--- src/rtl/scard_irq_pkg.sv ---
package scard_irq_pkg;
  localparam logic [2:0] CODE_NONE = 3'b000;
  localparam logic [2:0] CODE_TXE  = 3'b001;
  localparam logic [2:0] CODE_RDR  = 3'b010;
  localparam logic [2:0] CODE_ERR  = 3'b011;

  // trigger code to byte count
  function automatic int unsigned trig_bytes(input logic [1:0] t);
    case (t)
      2'b00:   trig_bytes = 1;
      2'b01:   trig_bytes = 4;
      2'b10:   trig_bytes = 8;
      default: trig_bytes = 14;
    endcase
  endfunction
endpackage

--- src/rtl/scard_presence_sync.sv ---
module scard_presence_sync (
  input  logic clk,
  input  logic rst_n,
  input  logic card_in,
  input  logic clr,
  output logic live,
  output logic tog_edge,
  output logic tog_flag
);
  logic s1_q, s2_q, prev_q, flag_q;

  always_ff @(posedge clk) begin
    if (!rst_n) begin
      s1_q   <= 1'b0;
      s2_q   <= 1'b0;
      prev_q <= 1'b0;
      flag_q <= 1'b0;
    end else begin
      s1_q   <= card_in;
      s2_q   <= s1_q;
      prev_q <= s2_q;
      if (tog_edge)  flag_q <= 1'b1;
      else if (clr)  flag_q <= 1'b0;
    end
  end

  assign live     = s2_q;
  assign tog_edge = s2_q ^ prev_q;
  assign tog_flag = flag_q;

  assert_toggle_sets_R9: assert property (@(posedge clk) disable iff (!rst_n)
    tog_edge |=> tog_flag);
  assert_toggle_clears_R9: assert property (@(posedge clk) disable iff (!rst_n)
    (clr && !tog_edge) |=> !tog_flag);
endmodule

--- src/rtl/scard_src_flags.sv ---
module scard_src_flags #(
  parameter int LVL_W = 5
) (
  input  logic             clk,
  input  logic             rst_n,
  input  logic [3:0]       err_stb,
  input  logic             lsr_rd,
  input  logic [LVL_W-1:0] rx_level,
  input  logic             fifo_en,
  input  logic [1:0]       trig,
  input  logic             tx_empty_evt,
  input  logic             tx_write,
  input  logic             dir_in,
  input  logic             isr_rd,
  input  logic             code_is_tx,
  output logic             err_flag,
  output logic             rdr_flag,
  output logic             txe_flag
);
  import scard_irq_pkg::*;

  logic err_q, rdr_q, txe_q;
  logic any_err, rdr_cond, txe_clr;
  logic [LVL_W:0] thr;

  assign any_err  = |err_stb;
  assign thr      = (LVL_W+1)'(trig_bytes(trig));
  assign rdr_cond = fifo_en ? ({1'b0, rx_level} >= thr) : (rx_level != '0);
  assign txe_clr  = tx_write | (isr_rd & code_is_tx);

  always_ff @(posedge clk) begin
    if (!rst_n) begin
      err_q <= 1'b0;
      rdr_q <= 1'b0;
      txe_q <= 1'b0;
    end else begin
      if (any_err)     err_q <= 1'b1;
      else if (lsr_rd) err_q <= 1'b0;
      rdr_q <= rdr_cond;
      if (dir_in)            txe_q <= 1'b0;
      else if (tx_empty_evt) txe_q <= 1'b1;
      else if (txe_clr)      txe_q <= 1'b0;
    end
  end

  assign err_flag = err_q;
  assign rdr_flag = rdr_q;
  assign txe_flag = txe_q;

  assert_err_sets_R2: assert property (@(posedge clk) disable iff (!rst_n)
    any_err |=> err_flag);
  assert_err_clears_R2: assert property (@(posedge clk) disable iff (!rst_n)
    (lsr_rd && !any_err) |=> !err_flag);
  assert_rdr_nofifo_R3: assert property (@(posedge clk) disable iff (!rst_n)
    (!fifo_en && rx_level != '0) |=> rdr_flag);
  assert_tx_dir_R5: assert property (@(posedge clk) disable iff (!rst_n)
    dir_in |=> !txe_flag);
  assert_tx_keep_R6: assert property (@(posedge clk) disable iff (!rst_n)
    (txe_flag && !dir_in && !tx_write && !code_is_tx) |=> txe_flag);
endmodule

--- src/rtl/scard_irq_prio.sv ---
module scard_irq_prio (
  input  logic       clk,
  input  logic       rst_n,
  input  logic [2:0] ier,
  input  logic       err_flag,
  input  logic       rdr_flag,
  input  logic       txe_flag,
  input  logic       tog_flag,
  output logic [2:0] code,
  output logic       pend_n,
  output logic       irq
);
  import scard_irq_pkg::*;

  logic irq_q, want;

  always_comb begin
    if (err_flag && ier[2])      code = CODE_ERR;
    else if (rdr_flag && ier[0]) code = CODE_RDR;
    else if (txe_flag && ier[1]) code = CODE_TXE;
    else                         code = CODE_NONE;
  end

  assign want   = (code != CODE_NONE) | tog_flag;
  assign pend_n = ~want;

  always_ff @(posedge clk) begin
    if (!rst_n) irq_q <= 1'b0;
    else        irq_q <= want;
  end
  assign irq = irq_q;

  assert_err_top_R7: assert property (@(posedge clk) disable iff (!rst_n)
    (err_flag && ier[2]) |-> code == CODE_ERR);
  assert_masked_R7: assert property (@(posedge clk) disable iff (!rst_n)
    (ier == 3'b000) |-> code == CODE_NONE);
  assert_irq_follows_R10: assert property (@(posedge clk) disable iff (!rst_n)
    (code != CODE_NONE) |=> irq);
  assert_irq_quiet_R10: assert property (@(posedge clk) disable iff (!rst_n)
    (code == CODE_NONE && !tog_flag) |=> !irq);
endmodule

--- src/rtl/scard_irq_ctrl.sv ---
module scard_irq_ctrl #(
  parameter int LVL_W = 5
) (
  input  logic             clk,
  input  logic             rst_n,
  input  logic             ier_wr,
  input  logic [2:0]       ier_wdata,
  input  logic             fcr_wr,
  input  logic [7:0]       fcr_wdata,
  input  logic             err_silent,
  input  logic             err_nostop,
  input  logic             err_parity,
  input  logic             err_overrun,
  input  logic             lsr_rd,
  input  logic [LVL_W-1:0] rx_level,
  input  logic             tx_empty_evt,
  input  logic             tx_write,
  input  logic             dir_in,
  input  logic             isr_rd,
  input  logic             card_present,
  output logic [7:0]       isr_data,
  output logic             irq
);
  import scard_irq_pkg::*;

  logic [2:0] ier_q;
  logic       fifo_en_q;
  logic [1:0] trig_q;
  logic       err_flag, rdr_flag, txe_flag;
  logic       live, tog_edge, tog_flag;
  logic [2:0] code;
  logic       pend_n;

  always_ff @(posedge clk) begin
    if (!rst_n) begin
      ier_q     <= 3'b000;
      fifo_en_q <= 1'b0;
      trig_q    <= 2'b00;
    end else begin
      if (ier_wr) ier_q <= ier_wdata;
      if (fcr_wr) begin
        fifo_en_q <= fcr_wdata[0];
        trig_q    <= fcr_wdata[7:6];
      end
    end
  end

  scard_presence_sync u_pres (
    .clk      (clk),
    .rst_n    (rst_n),
    .card_in  (card_present),
    .clr      (isr_rd),
    .live     (live),
    .tog_edge (tog_edge),
    .tog_flag (tog_flag)
  );

  scard_src_flags #(.LVL_W(LVL_W)) u_src (
    .clk          (clk),
    .rst_n        (rst_n),
    .err_stb      ({err_silent, err_nostop, err_parity, err_overrun}),
    .lsr_rd       (lsr_rd),
    .rx_level     (rx_level),
    .fifo_en      (fifo_en_q),
    .trig         (trig_q),
    .tx_empty_evt (tx_empty_evt),
    .tx_write     (tx_write),
    .dir_in       (dir_in),
    .isr_rd       (isr_rd),
    .code_is_tx   (code == CODE_TXE),
    .err_flag     (err_flag),
    .rdr_flag     (rdr_flag),
    .txe_flag     (txe_flag)
  );

  scard_irq_prio u_prio (
    .clk      (clk),
    .rst_n    (rst_n),
    .ier      (ier_q),
    .err_flag (err_flag),
    .rdr_flag (rdr_flag),
    .txe_flag (txe_flag),
    .tog_flag (tog_flag),
    .code     (code),
    .pend_n   (pend_n),
    .irq      (irq)
  );

  assign isr_data = {fifo_en_q, fifo_en_q, live, tog_flag, code, pend_n};

  assert_pend_low_R8: assert property (@(posedge clk) disable iff (!rst_n)
    irq |-> $past(isr_data[0]) == 1'b0);
  assert_fifo_mirror_R8: assert property (@(posedge clk) disable iff (!rst_n)
    isr_data[7] == isr_data[6]);
endmodule

--- config.mk ---
export PLATFORM = sky130hd
export DESIGN_NAME = scard_irq_ctrl
export DESIGN_NICKNAME = d
export VERILOG_FILES = /design/src/rtl/scard_irq_pkg.sv /design/src/rtl/scard_presence_sync.sv /design/src/rtl/scard_src_flags.sv /design/src/rtl/scard_irq_prio.sv /design/src/rtl/scard_irq_ctrl.sv
export SDC_FILE = /design/constraint.sdc
export NUM_CORES = 1
export LEC_CHECK = 0
export BUFFER_PORTS_ARGS = -buffer_cell sky130_fd_sc_hd__buf_2
export CAP_MARGIN = 25
export CORE_MARGIN = 4
export CORE_UTILIZATION = 38
export CTS_CLUSTER_SIZE = 25
export DETAILED_ROUTE_END_ITERATION = 12
export PLACE_DENSITY_LB_ADDON = 0.3
export SYNTH_ARGS = -nofsm -noshare
export SYNTH_HDL_FRONTEND = slang
export SYNTH_SLANG_ARGS = --single-unit
--- constraint.sdc ---
create_clock -name clk -period 1.2 [get_ports clk]
set_input_delay 0 -clock clk [delete_from_list [all_inputs] [get_ports clk]]
set_output_delay 0 -clock clk [all_outputs]
set_load 0.005 [all_outputs]
==> impl_metrics.env <==
export IMPL_final_common_cell="buf_2"
export IMPL_end_kind="flip-flop"
export IMPL_placed_area_um2=833
export IMPL_gp_congestion=0.748
export IMPL_finalSetupTns_ns=-0.00490
export IMPL_antenna_found_initial=0
export IMPL_rsz0062_at_grt="yes"
export IMPL_coreArea_um2=1710
export IMPL_die_y_um=50.4
export IMPL_diodes=0
export IMPL_synth_edf_count=0
export IMPL_worst_setup_path_start_kind="flip-flop"
export IMPL_syn_cell_area_um2=683
export IMPL_maxSlewViolCount=0
export IMPL_cts_buffers=3
export IMPL_antenna_left=0
export IMPL_viasPerCell=4.45
export IMPL_critPathKind="reg -> reg"
export IMPL_crit_buf_inv=0
export IMPL_wl_met3_um=102
export IMPL_grt_max_degree=15
export IMPL_p_clk_share_pct=32.1
export IMPL_setup_ws_ns=-0.00490
export IMPL_cts_tree="done"
export IMPL_cp_depth=6
export IMPL_p_per_area_nw_per_um2=1000
export IMPL_dr_max_layer_used="met3"
export IMPL_r2r_start="trig_q[0]"
export IMPL_clock_skew_ns=0.00226
export IMPL_drtIter0Drc=5
export IMPL_synthArstFlopShare_pct=0
export IMPL_layout_drive_gt1_share_pct=39.7
export IMPL_hold_path_class="in -> reg"
export IMPL_synth_cell_types=24
export IMPL_slowest_delay_ns=0.34
export IMPL_yosysWarnings=0
export IMPL_first_global_vias=615
export IMPL_drt_pass1_iter_count=3
export IMPL_min_period_ns=1.20
export IMPL_setup_violations_final=1
export IMPL_vias=627
export IMPL_cp_top_family="flip-flops"
export IMPL_r2r_slack_ns=-0.005
export IMPL_fin_nets=151
export IMPL_fmaxAchievable_mhz=830
export IMPL_fin_crit_sh_pct=100
export IMPL_grt_remaining_overflow=0
export IMPL_p_switching_mw=0.234
export IMPL_met1_length_um=563
export IMPL_critPathMaxFanout=4
export IMPL_hold_violations=0
export IMPL_fill_cells=170
export IMPL_path_clk_slew_ns=0.08
export IMPL_insertion_delay_ns=0.27
export IMPL_dieWidth_um=50.4
export IMPL_crit_chain="nor2_2 -> ha_1 -> nor2b_2 -> nor3b_2 -> o211ai_1 -> a31oi_1"
export IMPL_final_area_um2=1020
export IMPL_yosys_register_bits=14
export IMPL_ir_drop_mv=0.811
export IMPL_ys_flop_type="dfxtp_1"
export IMPL_wl_per_cell_um=10.2
export IMPL_clock_path_buffers=2
export IMPL_wl_um=1440
export IMPL_dieArea_um2=2540
export IMPL_min_to="u_src.err_flag"
export IMPL_crit_arrival_ns=1.37
export IMPL_pin_count=39
export IMPL_crit_slowest_cell="dfxtp_2"
export IMPL_p_leak_nw=0.490
export IMPL_portBuffers=32
export IMPL_final_cell_mix="buf_2 (32), dlygate4sd3_1 (13), dfxtp_1 (12)"
export IMPL_hpwlAfterDp_um=1040
export IMPL_outcome="finished with violations"
export IMPL_synth_fp_nets=106
export IMPL_grt_usage_pct=12.3
export IMPL_htreeDepth=1
export IMPL_holdWs_ns=0.0216
export IMPL_cts_root_buf="clkbuf_4"
export IMPL_synth_area_per_cell_um2=9.49
export IMPL_violations="setup timing"
export IMPL_p_seq_share_pct=49.4
export IMPL_numClockSinks=14
export IMPL_worstReg2RegEnd="u_src.rdr_flag"
export IMPL_min_from="err_nostop"
export IMPL_crit_required_ns=1.36
export IMPL_start_util_pct=40.0
export IMPL_switching_share_pct=22.7
export IMPL_drc=0
export IMPL_grt_pass1_wl_um=2370
export IMPL_place_ws_ns=-0.0509
export IMPL_r2r_cells=6
export IMPL_seq_area_frac_synth_pct=41.0
export IMPL_worstHoldPathCells=3
export IMPL_row_count=15
export IMPL_wl_met2_um=770
export IMPL_p_int_mw=0.795
export IMPL_drv_cap=0
export IMPL_netlist_instances=72
export IMPL_synthToLayoutAreaGrowth_pct=50.0
export IMPL_p_comb_share_pct=18.5
## cells in the mapped netlist (all sizes together), types with 2 or more instances
library cell,count,share of area (%)
and2,3,2.7
dfxtp,14,41
ha,4,7.3
nor2b,9,8.2
inv,4,2.2
buf,6,6.6
nand2,6,3.3
a211oi,2,2.2
nand2b,3,2.7
a21boi,2,2.2
mux2i,6,8.8
## per-stage QoR
stage | instances | utilization (%) | power [mW]
after CTS | 141 | 59.3 | 1.04
after global placement | 123 | 48.8 | 0.663
after floorplan | 72 | - | 0.605
after global routing | 141 | 60.0 | 1.11
final | 141 | 60.0 | 1.03
after detailed placement | 123 | 48.8 | 0.668
## worst min-delay path: stages
cell	delay [ns]
buf_2	0.08
nor4_1	0.04
a21boi_0	0.14
## power by group through the flow
stage	Sequential, mW	Combinational, mW	Clock (mW)
final	0.508	0.191	0.330
after global routing	0.512	0.215	0.379
after CTS	0.507	0.188	0.345
after detailed placement	0.517	0.152	0
after global placement	0.516	0.148	0
after floorplan	0.515	0.0902	0
## metal layers
metal	GRT usage, %	up-vias
met5	0	-
met4	1.35	0
met3	6.53	0
met2	23.0	20
met1	12.4	281
li1	-	326
## timing repair
action                                 in CTS  in global routing
resized for setup                           3                  3
hold buffers                               13                  0
gates cloned                                0                  0
endpoints found under the hold margin      10                  0
setup buffers                               1                  0
pin swaps                                   2                  0
setup endpoints to repair                   1                  2
## worst max path at each step
stage / start / to / slack (ns)
6_report: trig_q[0] / u_src.rdr_flag / -0.005
3_5_place_dp: trig_q[1] / u_src.rdr_flag / -0.05
5_1_grt: trig_q[0] / u_src.rdr_flag / -0.06
2_1_floorplan: fifo_en_q / u_src.rdr_flag / 0.02
3_3_place_gp: trig_q[1] / u_src.rdr_flag / -0.007
4_1_cts: trig_q[0] / u_src.rdr_flag / -0.01
## area by class of cell
cell class / count / area, um^2 / share of cell area (%)
tap: 25 / 31.3 / 3.05
clock buffer: 4 / 36.3 / 3.54
multi-input combinational: 47 / 354 / 34.6
timing repair buffer: 47 / 305 / 29.8
inverter: 4 / 15.0 / 1.47
sequential: 14 / 283 / 27.6
## sequential cells by signal, summed over array words and instances (netlist names)
| name | count |
|---|---|
| ier_q | 3 |
| trig_q | 2 |
| fifo_en_q | 1 |
| u_pres.live | 1 |
| u_pres.prev_q | 1 |
| u_pres.s1_q | 1 |
| u_pres.tog_flag | 1 |
| u_prio.irq | 1 |
| u_src.err_flag | 1 |
| u_src.rdr_flag | 1 |
| u_src.txe_flag | 1 |
## cell families (layout without fill, tap and decap cells)
logic type      Yosys count  count (layout)  synth area share (%)
other cells               1               1                 0.549
flops                    14              14                  41.0
fa+ha+maj                 4               4                  7.33
mux                       6               6                  8.79
compound gates            9               9                  9.70
simple gates             26              26                  22.0
buf+inv                  11              55                  9.34
xor+xnor                  1               1                  1.28
Note: power is estimated with default switching activity, not from simulation.
